## config.mk

```make
export PLATFORM = sky130hd
export DESIGN_NAME = ptc_timer
export DESIGN_NICKNAME = d
export VERILOG_FILES = /design/src/rtl/ptc_pkg.sv /design/src/rtl/ptc_regs.sv /design/src/rtl/ptc_rate.sv /design/src/rtl/ptc_count.sv /design/src/rtl/ptc_timer.sv
export SDC_FILE = /design/constraint.sdc
export NUM_CORES = 1
export LEC_CHECK = 0
export BUFFER_PORTS_ARGS = -buffer_cell sky130_fd_sc_hd__buf_4
export CAP_MARGIN = 20
export CORE_UTILIZATION = 30
export DETAILED_ROUTE_END_ITERATION = 12
export SYNTH_ARGS = -nofsm -noshare
export SYNTH_HDL_FRONTEND = slang
export SYNTH_SLANG_ARGS = --single-unit
```

## constraint.sdc

```tcl
create_clock -name clk -period 9.16 [get_ports clk]
set_input_delay 1.832 -clock clk [delete_from_list [all_inputs] [get_ports clk]]
set_output_delay 1.832 -clock clk [all_outputs]
set_load 0.03 [all_outputs]
```

## src/rtl/ptc_pkg.sv

```systemverilog
`timescale 1ns/1ps
package ptc_pkg;
  localparam int INC_W = 7;

  localparam int OFS_CTRL = 'h00;
  localparam int OFS_TIME = 'h04;
  localparam int OFS_WPER = 'h0C;
  localparam int OFS_CPER = 'h10;
  localparam int OFS_STEP = 'h14;

  localparam int CB_RUN     = 0;
  localparam int CB_WRAP_LO = 4;
  localparam int CB_WRAP_HI = 5;
  localparam int CB_EVT     = 7;
  localparam int CB_RESTART = 9;
  localparam int CB_CAPTURE = 11;

  localparam int SB_NORM_LSB = 0;
  localparam int SB_TRIM_LSB = 8;

  typedef struct packed {
    logic       run;
    logic [1:0] wrap_bits;
    logic       evt_en;
  } ptc_mode_t;

  typedef struct packed {
    logic restart;
    logic capture;
    logic load;
  } ptc_cmd_t;
endpackage

```

## src/rtl/ptc_regs.sv

```systemverilog
`timescale 1ns/1ps
module ptc_regs
  import ptc_pkg::*;
#(
  parameter int DATA_W = 32,
  parameter int CNT_W  = 32,
  parameter int ADDR_W = 8
) (
  input  logic              clk,
  input  logic              rst,
  input  logic              bus_we,
  input  logic [ADDR_W-1:0] bus_addr,
  input  logic [DATA_W-1:0] bus_wdata,
  output logic [DATA_W-1:0] bus_rdata,
  input  logic [CNT_W-1:0]  cur_cnt,
  output ptc_mode_t         mode,
  output ptc_cmd_t          cmd,
  output logic [CNT_W-1:0]  load_val,
  output logic [INC_W-1:0]  norm_inc,
  output logic [INC_W-1:0]  trim_inc,
  output logic [CNT_W-1:0]  trim_period,
  output logic [CNT_W-1:0]  wrap_period,
  output logic              trim_clear
);
  logic              hit_ctrl, hit_time, hit_wper, hit_cper, hit_step;
  logic [CNT_W-1:0]  snap;
  logic [DATA_W-1:0] rd_next;

  assign hit_ctrl = (bus_addr == ADDR_W'(OFS_CTRL));
  assign hit_time = (bus_addr == ADDR_W'(OFS_TIME));
  assign hit_wper = (bus_addr == ADDR_W'(OFS_WPER));
  assign hit_cper = (bus_addr == ADDR_W'(OFS_CPER));
  assign hit_step = (bus_addr == ADDR_W'(OFS_STEP));

  always_comb begin
    cmd.restart = bus_we && hit_ctrl && bus_wdata[CB_RESTART];
    cmd.capture = bus_we && hit_ctrl && bus_wdata[CB_CAPTURE];
    cmd.load    = bus_we && hit_time;
  end

  assign load_val   = bus_wdata[CNT_W-1:0];
  assign trim_clear = bus_we && hit_cper;

  always_ff @(posedge clk) begin
    if (rst) begin
      mode        <= '0;
      norm_inc    <= '0;
      trim_inc    <= '0;
      trim_period <= '0;
      wrap_period <= '0;
    end else if (bus_we) begin
      if (hit_ctrl) begin
        mode.run       <= bus_wdata[CB_RUN];
        mode.wrap_bits <= bus_wdata[CB_WRAP_HI:CB_WRAP_LO];
        mode.evt_en    <= bus_wdata[CB_EVT];
      end
      if (hit_step) begin
        norm_inc <= bus_wdata[SB_NORM_LSB +: INC_W];
        trim_inc <= bus_wdata[SB_TRIM_LSB +: INC_W];
      end
      if (hit_cper) trim_period <= bus_wdata[CNT_W-1:0];
      if (hit_wper) wrap_period <= bus_wdata[CNT_W-1:0];
    end
  end

  always_ff @(posedge clk) begin
    if (rst)              snap <= '0;
    else if (cmd.capture) snap <= cur_cnt;
  end

  always_comb begin
    rd_next = '0;
    if (hit_ctrl) begin
      rd_next[CB_RUN]                 = mode.run;
      rd_next[CB_WRAP_HI:CB_WRAP_LO]  = mode.wrap_bits;
      rd_next[CB_EVT]                 = mode.evt_en;
    end else if (hit_time) begin
      rd_next = DATA_W'(snap);
    end else if (hit_wper) begin
      rd_next = DATA_W'(wrap_period);
    end else if (hit_cper) begin
      rd_next = DATA_W'(trim_period);
    end else if (hit_step) begin
      rd_next[SB_NORM_LSB +: INC_W] = norm_inc;
      rd_next[SB_TRIM_LSB +: INC_W] = trim_inc;
    end
  end

  always_ff @(posedge clk) begin
    if (rst) bus_rdata <= '0;
    else     bus_rdata <= rd_next;
  end


  capture_latch_chk: assert property (@(posedge clk) disable iff (rst)
    cmd.capture |=> snap == $past(cur_cnt));


  snap_hold_chk: assert property (@(posedge clk) disable iff (rst)
    !cmd.capture |=> $stable(snap));
endmodule

```

## src/rtl/ptc_rate.sv

```systemverilog
`timescale 1ns/1ps
module ptc_rate
  import ptc_pkg::*;
#(
  parameter int CNT_W = 32
) (
  input  logic             clk,
  input  logic             rst,
  input  logic             advance,
  input  logic             clear,
  input  logic [CNT_W-1:0] trim_period,
  input  logic [INC_W-1:0] norm_inc,
  input  logic [INC_W-1:0] trim_inc,
  output logic [INC_W-1:0] step_inc,
  output logic             trim_sel
);
  logic [CNT_W-1:0] tally;
  logic             trim_on;

  assign trim_on  = (trim_period != '0);
  assign trim_sel = trim_on && (tally >= trim_period);
  assign step_inc = trim_sel ? trim_inc : norm_inc;

  always_ff @(posedge clk) begin
    if (rst || clear)              tally <= '0;
    else if (advance) begin
      if (trim_sel || !trim_on)    tally <= '0;
      else                         tally <= tally + 1'b1;
    end
  end


  trim_spacing_chk: assert property (@(posedge clk) disable iff (rst)
    (advance && trim_sel && !clear) |=> (!trim_sel || trim_period != $past(trim_period)));


  trim_off_chk: assert property (@(posedge clk) disable iff (rst)
    (trim_period == '0) |-> (step_inc == norm_inc));
endmodule

```

## src/rtl/ptc_count.sv

```systemverilog
`timescale 1ns/1ps
module ptc_count
  import ptc_pkg::*;
#(
  parameter int CNT_W = 32
) (
  input  logic             clk,
  input  logic             rst,
  input  ptc_mode_t        mode,
  input  ptc_cmd_t         cmd,
  input  logic [CNT_W-1:0] load_val,
  input  logic [INC_W-1:0] step_inc,
  input  logic [CNT_W-1:0] wrap_period,
  output logic [CNT_W-1:0] cnt,
  output logic             ovf_pulse,
  output logic             advance
);
  localparam int SUM_W = CNT_W + 1;

  logic [SUM_W-1:0] sum, folded;
  logic             wrap_armed, wrap_hit;

  assign sum        = {1'b0, cnt} + SUM_W'(step_inc);
  assign folded     = sum - {1'b0, wrap_period};
  assign wrap_armed = (mode.wrap_bits == 2'b11) && (wrap_period != '0);
  assign wrap_hit   = wrap_armed && (sum >= {1'b0, wrap_period});
  assign advance    = mode.run && !cmd.restart && !cmd.load;

  always_ff @(posedge clk) begin
    if (rst) begin
      cnt       <= '0;
      ovf_pulse <= 1'b0;
    end else begin
      ovf_pulse <= 1'b0;
      if (cmd.restart)   cnt <= '0;
      else if (cmd.load) cnt <= load_val;
      else if (mode.run) begin
        if (wrap_hit) begin
          cnt       <= folded[CNT_W-1:0];
          ovf_pulse <= mode.evt_en;
        end else begin
          cnt       <= sum[CNT_W-1:0];
        end
      end
    end
  end


  restart_zero_chk: assert property (@(posedge clk) disable iff (rst)
    cmd.restart |=> cnt == '0);


  load_value_chk: assert property (@(posedge clk) disable iff (rst)
    (cmd.load && !cmd.restart) |=> cnt == $past(load_val));


  idle_hold_chk: assert property (@(posedge clk) disable iff (rst)
    (!mode.run && !cmd.restart && !cmd.load) |=> $stable(cnt));


  evt_gate_chk: assert property (@(posedge clk) disable iff (rst)
    ovf_pulse |-> ($past(mode.evt_en) && $past(mode.run)));
endmodule

```

## src/rtl/ptc_timer.sv

```systemverilog
`timescale 1ns/1ps
module ptc_timer
  import ptc_pkg::*;
#(
  parameter int DATA_W = 32,
  parameter int CNT_W  = 32,
  parameter int ADDR_W = 8
) (
  input  logic              clk,
  input  logic              rst,
  input  logic              bus_we,
  input  logic [ADDR_W-1:0] bus_addr,
  input  logic [DATA_W-1:0] bus_wdata,
  output logic [DATA_W-1:0] bus_rdata,
  output logic [CNT_W-1:0]  time_now,
  output logic              wrap_evt
);
  ptc_mode_t        mode;
  ptc_cmd_t         cmd;
  logic [CNT_W-1:0] load_val, trim_period, wrap_period;
  logic [INC_W-1:0] norm_inc, trim_inc, step_inc;
  logic             trim_clear, trim_sel, advance;

  ptc_regs #(.DATA_W(DATA_W), .CNT_W(CNT_W), .ADDR_W(ADDR_W)) u_regs (
    .clk(clk), .rst(rst), .bus_we(bus_we), .bus_addr(bus_addr),
    .bus_wdata(bus_wdata), .bus_rdata(bus_rdata), .cur_cnt(time_now),
    .mode(mode), .cmd(cmd), .load_val(load_val), .norm_inc(norm_inc),
    .trim_inc(trim_inc), .trim_period(trim_period),
    .wrap_period(wrap_period), .trim_clear(trim_clear)
  );

  ptc_rate #(.CNT_W(CNT_W)) u_rate (
    .clk(clk), .rst(rst), .advance(advance), .clear(trim_clear),
    .trim_period(trim_period), .norm_inc(norm_inc), .trim_inc(trim_inc),
    .step_inc(step_inc), .trim_sel(trim_sel)
  );

  ptc_count #(.CNT_W(CNT_W)) u_count (
    .clk(clk), .rst(rst), .mode(mode), .cmd(cmd), .load_val(load_val),
    .step_inc(step_inc), .wrap_period(wrap_period), .cnt(time_now),
    .ovf_pulse(wrap_evt), .advance(advance)
  );


  fold_bound_chk: assert property (@(posedge clk) disable iff (rst)
    (wrap_evt && $stable(wrap_period)) |-> (time_now < wrap_period));


  trim_needs_period_chk: assert property (@(posedge clk) disable iff (rst)
    trim_sel |-> (trim_period != '0));
endmodule

```

== After elaboration in Yosys (flattened, before gate mapping) ==
Index checks and enable logic that the tools add are counted.
Widths: inputs -> output; s select.
Word-level totals
  register bits: 211
  bits in latches: 0
  memory bits (writable): 0
  memory bits (read-only): 0
  input port bits: 43
  output and inout bits: 65
  memories kept: 0
Cells by class
  add/subtract/negate cells: 3
  $mul: 0
  divide/modulo/power cells: 0
  order comparisons: 2
  eq/ne operators: 5
  shifts and indexed selects: 0
  muxes and demuxes: 16
  bitwise operators: 2
  reductions and logical operators: 26
Operators by type and width (count)
  $mux 32: 6
  $reduce_bool 32->1: 2
  $mux 7: 5
  $add 32x7->33: 1
  $ge 33x32->1: 1
  $add 32x1->32 const B: 1
  $ge 32x32->1: 1
  $sub 32x32->32: 1
  $mux 17: 1
  $eq 8x5->1 const B: 2
  $logic_and 1x1->1: 10
  $eq 8x3->1 const B: 1
  $eq 8x4->1 const B: 1
  $logic_not 8->1: 1
  $reduce_and 2->1: 4
  $reduce_or 5->1: 1
  $reduce_or 2->1: 2
  $logic_not 1->1: 3
  $mux 1: 3
  $eq 2x2->1 const B: 1
  $logic_or 1x1->1: 2
  $mux 2: 1
  $not 1->1: 2
  $reduce_bool 2->1: 1

== Depth between registers and ports, before layout ==
  depth after elaboration: 9
  depth in mapped cells: 33

== Modules after synthesis ==
Synthesis repeated with hierarchy kept, for this count alone.
Unflattened totals
  cells, all modules: 1686
  area total of the unflattened synthesis: 13296.5 um^2
By module, submodules not included
  ptc_regs: times used 1, cells each 745, area an instance 6154.7 um^2, sequential area each 2922.8 um^2
  ptc_count: times used 1, cells each 635, area an instance 4585.6 um^2, sequential area each 660.6 um^2
  ptc_rate: times used 1, cells each 306, area an instance 2556.2 um^2, sequential area each 640.6 um^2

== Worst setup path before layout ==
OpenSTA, ideal clock, no wires.
  path type: reg2reg
  from: reg u_rate.tally[0]
  to: reg u_count.cnt[22]
  setup time: 0.116 ns
  data arrival time: 6.272 ns
  data required time: 9.044 ns
  setup slack: 2.772 ns
  cell stages (with the launch flop): 32
  path buffers: 3
  period minus slack after synthesis: 6.388 ns
  cell sequence: dfxtp_1 -> inv_1 -> ha_1 -> nand2b_1 -> a21o_1 -> a21o_1 -> a21oi_1 -> o211a_1 -> o21ai_0 -> nor4_1 -> nor3_2 -> mux2_2 -> ha_1 -> inv_1 -> fa_1 -> nor2b_1 -> o31a_1 -> o21ai_1 -> or3_1 -> clkbuf_1 -> nand2b_1 -> xnor2_1 -> ha_1 -> nand4_1 -> or4_1 -> or4_4 -> buf_6 -> nand2_4 -> buf_12 -> mux2i_1 -> a211oi_1 -> a31o_2
On the way
  cells in the longest elaborated chain, start to end: 9
Ends and longest elaborated chain
  start: declaration: RTL line ptc_rate.sv:17  | logic [CNT_W-1:0] tally;
  start signal: assignment: RTL line ptc_rate.sv:28  | else tally <= tally + 1'b1;
  $ge 32x32->1 (*): RTL line ptc_rate.sv:21  | assign trim_sel = trim_on && (tally >= trim_period);
  $logic_and 1x1->1 (*): RTL line ptc_rate.sv:21
  $mux 7 (*): RTL line ptc_rate.sv:22  | assign step_inc = trim_sel ? trim_inc : norm_inc;
  $add 32x7->33 (*): RTL line ptc_count.sv:23  | assign sum = {1'b0, cnt} + SUM_W'(step_inc);
  $ge 33x32->1: RTL line ptc_count.sv:26  | assign wrap_hit = wrap_armed && (sum >= {1'b0, wrap_period});
  $logic_and 1x1->1: RTL line ptc_count.sv:26
  $mux 32 (*): RTL line ptc_count.sv:38  | if (wrap_hit) begin
  $mux 32 (*): RTL line ptc_count.sv:37  | else if (mode.run) begin
  $mux 32 (*): RTL line ptc_count.sv:36  | else if (cmd.load) cnt <= load_val;
  end signal: assignment: RTL line ptc_count.sv:36
  end signal: assignment: RTL line ptc_count.sv:39  | cnt <= folded[CNT_W-1:0];
  end signal: assignment: RTL line ptc_count.sv:42  | cnt <= sum[CNT_W-1:0];
  end: declaration: RTL line ptc_count.sv:14  | output logic [CNT_W-1:0] cnt,
Mark *: on every way between the ends. The rest lies on a longest branch, timed or not. The select of a mux whose other input is x is not followed.
A chain may end at the register's enable or synchronous reset.

== Worst setup path after layout ==
  from: reg u_regs.trim_period[1]
  to: reg u_count.cnt[22]
On the way
  cells in the longest elaborated chain, start to end: 9
Ends and longest elaborated chain
  start: declaration: RTL line ptc_regs.sv:21  | output logic [CNT_W-1:0] trim_period,
  start signal: assignment: RTL line ptc_regs.sv:61  | if (hit_cper) trim_period <= bus_wdata[CNT_W-1:0];
  $ge 32x32->1 / $reduce_bool 32->1 (equally long branches): RTL line ptc_rate.sv:21, ptc_rate.sv:20
  $logic_and 1x1->1 (*): RTL line ptc_rate.sv:21
  $mux 7 (*): RTL line ptc_rate.sv:22
  $add 32x7->33 (*): RTL line ptc_count.sv:23
  $ge 33x32->1: RTL line ptc_count.sv:26
  $logic_and 1x1->1: RTL line ptc_count.sv:26
  $mux 32 (*): RTL line ptc_count.sv:38
  $mux 32 (*): RTL line ptc_count.sv:37
  $mux 32 (*): RTL line ptc_count.sv:36
Marks and branches as above.

==> results by group <==
Outcome
  • Outcome: complete, no violations

Detailed routing
  • Routed len/inst: just under 20 um
  • Vias/cell: ~5.4
  • Detailed-route DRC error count: 0
  • Post-route ant nets: 0
  • Initial DRC Count: 1335
  • Total wire length: ~42000 um
  • DRT Pass-1 Iters: 6
  • DR vias: around 12000

Setup path
  • CP Launch Type: flip-flop
  • CP required: around 9600 ps
  • Worst Setup Path Type: reg -> reg
  • Critical Path End Type: flip-flop
  • Critical Path AT: around 8000 ps
  • Crit-path max FO: 24

Min path
  • Worst Hold Class: reg -> reg

Yosys
  • Share of the synthesized area in the top cell type: 0.347
  • Yosys top cell by area: dfxtp_1
  • Syn nets: ~1600
  • #FFs+latches synth: between 200 and 250
  • Post-Syn Area: between 0.01 and 0.015 mm2
  • Synth cell types: 73
  • Async S/R FF share, synth: 0
  • Cells after Synth: 1524
  • EDFF count, synth: 0
  • Total number of yosys warnings: 0
  • Ys flop type: dfxtp_1
  • Commonest cells post-synth: nand2_1 (236), dfxtp_1 (211), a21oi_1 (149), nor2_1 (149), inv_1 (82)
  • Syn Area/Cell: roughly 8 um2
  • Synth area leaders: dfxtp_1 (35%), ha_1 (7.4%), nand2_1 (7.3%)
  • Count leader, synth: nand2_1
  • Sequential area share after synthesis: 0.347

Floorplanning
  • Core box area: roughly 0.04 mm2
  • Die area: approximately 0.041 mm2
  • Initial Utilization: 0.305
  • DIE HEIGHT: a little over 200 um
  • Chip width: 203 um
  • # IOs: about 110
  • Std cell rows: 73

STA
  • Worst slew pin tran: around 1200 ps
  • Setup TNS Final: 0 ps
  • Final hold vios: 0
  • Rel. slew slack: 0.210
  • Final setup vio count: 0
  • Fin crit period: around 7500 ps
  • Fmax: between 100 and 150 MHz
  • Fin. max-slew vios: 0
  • Unrepaired setup endpoints after global routing: false
  • Final period utilization: 0.823
  • Worst Clk Skew: 16.3 ps
  • Hold_ws: 455 ps

Clock network
  • # H-tree levels: 1
  • TritonCTS clock tree: yes
  • Hold Buf Count CTS: 0
  • Root Driver: clkbuf_16
  • Postcts setup bufs: 0
  • Resize count post-CTS: 0
  • Clk sinks: between 200 and 250
  • CTS buffer count: 24
  • Longest Clk Path Bufs: 3
  • Reg clk slew, reported paths: around 60 ps
  • Later-pin clock latency in the skew report: 520 ps

Placed design
  • Global placement routability congestion: roughly 0.91
  • Cell area after placement: 0.0134 mm2
  • DP Wirelength: about 32000 um
  • # port buffers: 107

Layout
  • Fraction of layout cells with a size suffix above 1: 0.122
  • Antenna Cells: 0
  • # nets final: between 1500 and 2000
  • Fillers: ~4200
  • Multi-input gate area: between 0.007 and 0.008 mm2
  • Design area: around 0.014 mm2
  • FF+latch area: about 0.0042 mm2
  • Layout area overhead: 16.7%

GRT
  • GRT overflow: 0
  • Vias in the first global route: ~11000
  • Initial antenna violation count: 0
  • Most used routing layer: met2
  • M2 GR Usage: 0.314
  • Largest net degree at the start of global routing: 70
  • Total GRT Usage: 0.200
  • GR Util met1: 0.276
  • M3 GR Usage: 0.0283
  • First-pass GRT wire length: ~65000 um

Power
  • Static leakage power: roughly 5.3 nW
  • Power per cell area: 143 mW/mm2
  • VDD IR max: ~0.00013 V
  • Total power: between 0.002 and 0.0025 W

Job
  • MaxCap Viol Count: 0
final cells by class:
class / count / share of cell area
inverters: 82 / 0.0217
well taps: 525 / 0.0463
clock buffers: 32 / 0.0467
repair buffers: 121 / 0.0660
clock inverters: 10 / 0.00953
flip-flops and latches: 211 / 0.298
multi-input cells: 1146 / 0.512
worst paths after layout:
kind / slack, ps / end / cells past startpoint / startpoint
worst min-delay path: 460 / u_regs.snap[20]$_SDFFE_PP0P_ / 2 / u_regs.snap[20]$_SDFFE_PP0P_
worst max register to register: 1620 / u_count.cnt[22]$_SDFFE_PP0P_ / 27 / u_regs.trim_period[1]$_SDFFE_PP0P_
worst max-delay path: 1620 / u_count.cnt[22]$_SDFFE_PP0P_ / 27 / u_regs.trim_period[1]$_SDFFE_PP0P_
worst min register to register: 460 / u_regs.snap[20]$_SDFFE_PP0P_ / 2 / u_regs.snap[20]$_SDFFE_PP0P_
power by group:
| group | switching, W | internal [W] | leakage, nW |
|---|---|---|---|
| sequential | 0.00000286 | 0.000919 | 1.70 |
| clock | 0.000393 | 0.000593 | 0.395 |
| combinational | 0.0000752 | 0.0000414 | 3.25 |
worst max-delay path, cell delays in order, from the launching register on:
cell and delay [ps]:
dfxtp_1 420, inv_1 110, ha_1 290, a21o_1 110
a21o_1 120, a21oi_1 60, o211a_1 230, o21ai_0 290
nor4_1 100, nor3_2 630, mux2_2 300, ha_1 160
inv_1 60, fa_1 400, nor2b_1 160, o31a_1 220
o21ai_1 260, or3_1 540, nand2b_1 200, xnor2_1 150
ha_1 390, nand4_1 170, or4_1 540, or4_4 500
nand2_4 370, mux2i_1 270, a211oi_1 100, a31o_2 240
sequential cells by signal (all words and copies together), names as in the netlist:
name	cells
u_count.cnt	32
u_count.ovf_pulse	1
u_rate.tally	32
u_regs.bus_rdata	32
u_regs.mode	4
u_regs.norm_inc	7
u_regs.snap	32
u_regs.trim_inc	7
u_regs.trim_period	32
u_regs.wrap_period	32
metrics by stage:
step                      cells   util  setup slack (ps)
after global routing       2127  0.356              1060
final                      2127  0.356              1620
after detailed placement   2084  0.335              1710
after global placement     2083  0.335              1840
after CTS                  2126  0.355              1700
after floorplan            1524      -              2770
cells by family after synthesis:
logic type / after synthesis / synth area share
and+or+nand+nor: 562 / 0.211
AOI/OAI and AO/OA: 365 / 0.195
DFF: 211 / 0.347
buffers and inverters: 167 / 0.0574
xor gates and xnor gates: 85 / 0.0612
adders and majority gates: 74 / 0.0774
muxes: 60 / 0.0503
layer usage:
metal	share of wire	up-vias
met5	0	-
met3	0.072	78
met1	0.45	5544
met2	0.44	418
li1	-	5500
met4	0.035	0
layout by cell type (no fill, tap or decap), types with 8 or more instances in the layout:
| cell | n |
|---|---|
| buf_4 | 119 |
| o21a_1 | 12 |
| mux2i_1 | 51 |
| inv_1 | 82 |
| nor3_1 | 17 |
| xor2_1 | 39 |
| a211oi_1 | 16 |
| a21o_1 | 28 |
| mux2_2 | 9 |
| nor4_1 | 21 |
| a31oi_1 | 9 |
| nor2_1 | 149 |
| a222oi_1 | 31 |
| nand4_1 | 26 |
| dfxtp_1 | 211 |
| xnor2_1 | 46 |
| nand2_1 | 236 |
| a21oi_1 | 149 |
| nand3_1 | 39 |
| and4_1 | 12 |
| ha_1 | 72 |
| clkbuf_16 | 25 |
| and3_1 | 21 |
| o21ai_0 | 51 |
| nor2b_1 | 8 |
(Power assumes the default switching activity.)
